==> src/rtl/clkfreq_calc.sv <==
module clkfreq_calc #(
  parameter int W             = 32,
  parameter int V0_OFF_BIT    = 17,
  parameter int V0_BYPASS_BIT = 18,
  parameter int V0_PROG_BIT   = 19,
  parameter int V1_OFF_BIT    = 19,
  parameter int V1_BYPASS_BIT = 20,
  parameter int REF25_BIT     = 23,
  parameter int REF48_BIT     = 18,
  parameter int HSEL_LSB      = 8,
  parameter int CLKDIV_LSB    = 23,
  parameter int CLKDIV_W      = 3
) (
  input  logic         clk,
  input  logic         rst_n,
  input  logic         start_full,
  input  logic         start_bus,
  input  logic         variant,
  input  logic [W-1:0] strap_word,
  input  logic [W-1:0] pll_word,
  input  logic [W-1:0] clksel_word,
  output logic         busy,
  output logic         done,
  output logic [W-1:0] ref_hz,
  output logic [W-1:0] pll_hz,
  output logic [W-1:0] bus_hz
);

  localparam int CNT_W = $clog2(W);
  localparam logic [CNT_W-1:0] LAST = CNT_W'(W - 1);

  typedef enum logic [1:0] {S_IDLE, S_PLL, S_DIV, S_BUS} state_t;
  typedef enum logic [1:0] {PH_A, PH_B, PH_BUS} phase_t;

  state_t state;
  phase_t phase;
  logic kick;
  logic variant_q, s25_q, s48_q;
  logic [1:0] hsel_q;
  logic [W-1:0] pll_q;
  logic [CLKDIV_W-1:0] div_q;
  logic [W-1:0] quo_q, rem_q, den_q;
  logic [CNT_W-1:0] cnt;

  wire unused_bits = ^{strap_word, clksel_word, pll_q};

  // one restoring step
  logic [W:0]   rem_sh;
  logic [W+1:0] diff;
  logic         ge;
  logic [W-1:0] rem_nx, quo_nx;
  assign rem_sh = {rem_q, quo_q[W-1]};
  assign diff   = {1'b0, rem_sh} - {2'b00, den_q};
  assign ge     = ~diff[W+1];
  assign rem_nx = ge ? diff[W-1:0] : rem_sh[W-1:0];
  assign quo_nx = {quo_q[W-2:0], ge};

  logic [W-1:0] ref_now;
  assign ref_now = s25_q ? W'(25_000_000) : (s48_q ? W'(48_000_000) : W'(24_000_000));

  function automatic logic [W-1:0] table_hz(input logic is25, input logic [1:0] sel);
    case ({is25, sel})
      3'b000:  return W'(384_000_000);
      3'b001:  return W'(360_000_000);
      3'b010:  return W'(336_000_000);
      3'b011:  return W'(408_000_000);
      3'b100:  return W'(400_000_000);
      3'b101:  return W'(375_000_000);
      3'b110:  return W'(350_000_000);
      default: return W'(425_000_000);
    endcase
  endfunction

  logic go_full, go_bus;
  assign go_full = state == S_IDLE && (kick || start_full);
  assign go_bus  = state == S_IDLE && !kick && !start_full && start_bus;

  always_ff @(posedge clk or negedge rst_n) begin
    if (!rst_n) begin
      state     <= S_IDLE;
      phase     <= PH_A;
      kick      <= 1'b1;
      busy      <= 1'b0;
      done      <= 1'b0;
      ref_hz    <= '0;
      pll_hz    <= '0;
      bus_hz    <= '0;
      variant_q <= 1'b0;
      s25_q     <= 1'b0;
      s48_q     <= 1'b0;
      hsel_q    <= '0;
      pll_q     <= '0;
      div_q     <= '0;
      quo_q     <= '0;
      rem_q     <= '0;
      den_q     <= '0;
      cnt       <= '0;
    end else begin
      done <= 1'b0;
      case (state)
        S_IDLE: begin
          if (go_full) begin
            kick      <= 1'b0;
            busy      <= 1'b1;
            variant_q <= variant;
            s25_q     <= strap_word[REF25_BIT];
            s48_q     <= strap_word[REF48_BIT];
            hsel_q    <= strap_word[HSEL_LSB +: 2];
            pll_q     <= pll_word;
            div_q     <= clksel_word[CLKDIV_LSB +: CLKDIV_W];
            state     <= S_PLL;
          end else if (go_bus) begin
            busy      <= 1'b1;
            variant_q <= variant;
            div_q     <= clksel_word[CLKDIV_LSB +: CLKDIV_W];
            state     <= S_BUS;
          end
        end
        S_PLL: begin
          ref_hz <= ref_now;
          rem_q  <= '0;
          cnt    <= '0;
          phase  <= PH_A;
          if (!variant_q) begin
            if (pll_q[V0_OFF_BIT]) begin
              pll_hz <= '0;
              state  <= S_BUS;
            end else if (pll_q[V0_PROG_BIT]) begin
              if (pll_q[V0_BYPASS_BIT]) begin
                pll_hz <= ref_now;
                state  <= S_BUS;
              end else begin
                quo_q <= W'(pll_q[10:5]) + W'(2);
                den_q <= W'(pll_q[3:0]) + W'(1);
                state <= S_DIV;
              end
            end else begin
              pll_hz <= table_hz(s25_q, hsel_q);
              state  <= S_BUS;
            end
          end else begin
            if (pll_q[V1_OFF_BIT]) begin
              pll_hz <= '0;
              state  <= S_BUS;
            end else if (pll_q[V1_BYPASS_BIT]) begin
              pll_hz <= ref_now;
              state  <= S_BUS;
            end else begin
              quo_q <= W'(pll_q[12:5]) + W'(1);
              den_q <= W'(pll_q[4:0]) + W'(1);
              state <= S_DIV;
            end
          end
        end
        S_BUS: begin
          quo_q <= pll_hz;
          rem_q <= '0;
          den_q <= W'(div_q) + W'(1);
          cnt   <= '0;
          phase <= PH_BUS;
          state <= S_DIV;
        end
        S_DIV: begin
          rem_q <= rem_nx;
          quo_q <= quo_nx;
          cnt   <= cnt + 1'b1;
          if (cnt == LAST) begin
            case (phase)
              PH_A: begin
                if (!variant_q) begin
                  pll_hz <= ref_hz * (pll_q[4] ? quo_nx : {quo_nx[W-2:0], 1'b0});
                  state  <= S_BUS;
                end else begin
                  rem_q <= '0;
                  cnt   <= '0;
                  den_q <= W'(pll_q[18:13]) + W'(1);
                  phase <= PH_B;
                end
              end
              PH_B: begin
                pll_hz <= ref_hz * quo_nx;
                state  <= S_BUS;
              end
              default: begin
                bus_hz <= variant_q ? (quo_nx >> 2) : (quo_nx >> 1);
                busy   <= 1'b0;
                done   <= 1'b1;
                state  <= S_IDLE;
              end
            endcase
          end
        end
        default: state <= S_IDLE;
      endcase
    end
  end

endmodule


==> config.mk <==
export PLATFORM = sky130hd
export DESIGN_NAME = clkfreq_calc
export DESIGN_NICKNAME = d
export VERILOG_FILES = /design/src/rtl/clkfreq_calc.sv
export SDC_FILE = /design/constraint.sdc
export NUM_CORES = 2
export LEC_CHECK = 0
export ABC_CLOCK_PERIOD_IN_PS = 11500
export BUFFER_PORTS_ARGS = -buffer_cell sky130_fd_sc_hd__buf_4
export CELL_PAD_IN_SITES_DETAIL_PLACEMENT = 0
export CELL_PAD_IN_SITES_GLOBAL_PLACEMENT = 1
export CORE_MARGIN = 2
export CORE_UTILIZATION = 25
export CTS_CLUSTER_SIZE = 8
export DETAILED_ROUTE_END_ITERATION = 7
export GPL_ROUTABILITY_DRIVEN = 0
export GPL_TIMING_DRIVEN = 1
export HOLD_SLACK_MARGIN = 0.1
export PLACE_DENSITY_LB_ADDON = 0.1
export SYNTH_ARGS = -nofsm -noshare
export SYNTH_HDL_FRONTEND = slang
export SYNTH_SLANG_ARGS = --single-unit
==> constraint.sdc <==
create_clock -name clk -period 11.5 [get_ports clk]
set_input_delay 1.15 -clock clk [delete_from_list [all_inputs] [get_ports clk]]
set_output_delay 1.15 -clock clk [all_outputs]
set_load 0.01 [all_outputs]
==> results.md <==
* Largest cells by area after synthesis: fa_1 28%, dfrtp_1 17%, ha_1 14%
* Drt pass-1 iters at 5
* Initial antenna violation count at 7
* CTS tree: done
* RSZ-0062 raised after global routing: false
* Vias per Instance at 4.49
* Synth Register Bits at 176
* Post-CTS resize count at 0
* Layout cell share with drive strength beyond 1 at 9.51%
* Synth unique cells at 80
* Clock Tree Buf Depth at 2
* WHS Path Cells at 2
* Reg2reg start: rem_q[22]
* Fin crit period at 9.62 ns
* I/O pins at 199
* Max Cap Viol at 0
* Worst clock skew at 0.0163 ns
* Max Fclk at 0.104 GHz
* IO buf count at 108
* Mapped Cells at 2759
* Layout net count at 3535
* DRC violations left at 0
* Reg2reg path depth at 29
* Vias in the first global route at 20800
* CTS H-tree lvls at 4
* Final Slew Violations at 0
* Post-DP HPWL at 74600 um
* Clock slew at reported path FFs at 0.08 ns
* Initial core utilization at 25.3%
* Rel. slew slack at 32.6%
* Req. time, crit path at 11.84 ns
* DR WL/cell at 22.0 um
* First-pass GRT wire length at 141000 um
* Worst R2R End: pll_hz[31]
* Most common cell after layout, fill and taps aside: inv_1
* Yosys synthesis warning count at 0
* Final TNS setup at 0 ns
* Post-synth top area share at 27.6%
* Sequential-to-total area share from yosys stat at 17.1%
* # Post-CTS Setup Buffers at 0
* Post-synth EDFFs at 0
* Chip width at 325 um
* Cell Area, Synth at 25800 um2
* Startpoint types: flip-flop
* CTS Root Cell: clkbuf_16
* Top FF cell, synth: dfrtp_1
* Hold buffers post-CTS at 0
* GRT overflow at 0
* Final setup violation count at 0
* Critical Path Most Common Cell: fa_1
* Initial DRC Count at 1028
* Total Wirelength at 91900 um
* Post-synth ARST share at 100%
* Critical Path AT at 9.96 ns
* Hold EP: bus_hz[2]
* Via Count at 18800
* Die height at 325 um
* Crit. End Element: flip-flop
* Type of the most critical hold path: flip-flop to flip-flop
* Mapped Avg Cell Area at 9.35 um2
* Rows at 117
* Gr usage total at 17.9%
* Antenna-violating nets left at 0
* Syn-to-layout area delta at 11.0%
* CP Class: flip-flop to flip-flop
* Crit path max fanout at 27
* Largest net degree at the start of global routing at 65
* Fillers at 11000
* Reg2reg setup slack at 1.88 ns
* Clock Latency Late Sink at 0.47 ns
* Worst Hold Launch: bus_hz[2]
* Worst path max stage delay at 0.61 ns
* Core Region at 102000 um2
* Worst slew pin tran at 1.01 ns
* Sink Count at 176
* Fin crit share at 83.6%
* Most frequent cells in the layout: 499 x inv_1, 356 x fa_1, 283 x ha_1
* CTS buffer count at 17
* Outcome: finished, final reports clean
* Synth area leader: fa_1
* Final Hold Fails at 0
* Die Area at 106000 um2
* Crit-path slowest cell: o22ai_1
## worst max-delay path by stage
stage,from,depth (start not counted),endpoint
2_1_floorplan,rem_q[6],29,pll_hz[31]
3_3_place_gp,rem_q[22],29,pll_hz[31]
3_5_place_dp,rem_q[22],29,pll_hz[31]
4_1_cts,rem_q[22],29,pll_hz[31]
5_1_grt,rem_q[22],29,pll_hz[31]
6_report,rem_q[22],29,pll_hz[31]
## cell families after synthesis
family | after synthesis | share of synthesized area [%]
buf+inv | 656 | 10.0
simple gates | 653 | 12.8
fa+ha+maj | 639 | 41.3
compound gates | 368 | 8.76
flops | 176 | 17.1
xor+xnor | 146 | 5.04
mux | 120 | 4.95
other cells | 1 | 0.0145
## critical path: cells and delay by family (launching register included)
family / cells / cell delay [ns]
adder cells (fa/ha/maj): 8 / 3.40
AND/OR/NAND/NOR: 9 / 2.46
AO/OA/AOI/OAI: 5 / 1.62
buffers and inverters: 5 / 0.57
XOR/XNOR: 1 / 0.53
flip-flops: 1 / 0.46
multiplexers: 1 / 0.41
## per-stage QoR
stage / setup WS [ns] / instance area [um2] / cells / hold WS (ns) / utilization [%]
after floorplan: 3.24 / 25900 / 2780 / 0.444 / -
after global placement: 1.88 / 28000 / 4144 / 0.465 / 27.5
after detailed placement: 1.85 / 28000 / 4144 / 0.473 / 27.5
after CTS: 1.78 / 28700 / 4176 / 0.489 / 28.1
after global routing: 1.37 / 28700 / 4176 / 0.512 / 28.1
final: 1.88 / 28700 / 4177 / 0.484 / 28.1
## sequential cells by signal, indices dropped and copies added, names as in the netlist
| name | flops |
|---|---|
| variant_q | 1 |
| s48_q | 1 |
| pll_q | 21 |
| cnt | 5 |
| phase | 2 |
| busy | 1 |
| div_q | 3 |
| bus_hz | 31 |
| state | 2 |
| den_q | 7 |
| hsel_q | 2 |
| rem_q | 32 |
| quo_q | 32 |
| kick | 1 |
| s25_q | 1 |
| done | 1 |
| pll_hz | 26 |
| ref_hz | 7 |
## area by class of cell
cell class | instances | area [um2] | share of cell area [%]
multi-input combinational | 1948 | 18900 | 66.0
sequential | 176 | 4410 | 15.4
inverter | 502 | 1880 | 6.58
tap | 1368 | 1710 | 5.97
timing repair buffer | 150 | 1130 | 3.95
clock buffer | 18 | 439 | 1.53
clock inverter | 14 | 163 | 0.568
antenna | 1 | 2.50 | 0.00873
## metal layers
metal / up-vias / part of all wire, % / routed length, um / global-route usage [%]
met4: 2 / 1.6 / 1480 / 3.59
met3: 66 / 3.9 / 3600 / 2.40
li1: 8806 / - / - / -
met2: 335 / 45 / 41600 / 28.3
met5: - / 0.014 / 13 / 0
met1: 9559 / 49 / 45200 / 26.0
## cell usage after synthesis, types with 6 or more instances
master	number
or3_1	6
fa_1	356
a22o_1	27
mux2i_1	62
a21oi_1	79
nor2b_1	86
xor2_1	48
ha_1	283
nand2b_1	18
inv_1	499
xnor2_1	96
o22ai_1	10
o21ai_0	149
buf_4	32
clkbuf_1	113
nand4_1	7
o211ai_1	7
nor2_1	84
and3_1	7
nand2_1	243
mux2_2	57
nor3_1	16
a21o_1	11
o21a_1	7
nand3_1	36
dfrtp_1	175
a221oi_1	7
and2_1	119
buf_1	7
a211oi_1	12
a31oi_1	11
Power is left out: the tool's default activity adds up to more than one toggle a clock period on the data nets, which glitch-free logic cannot reach.
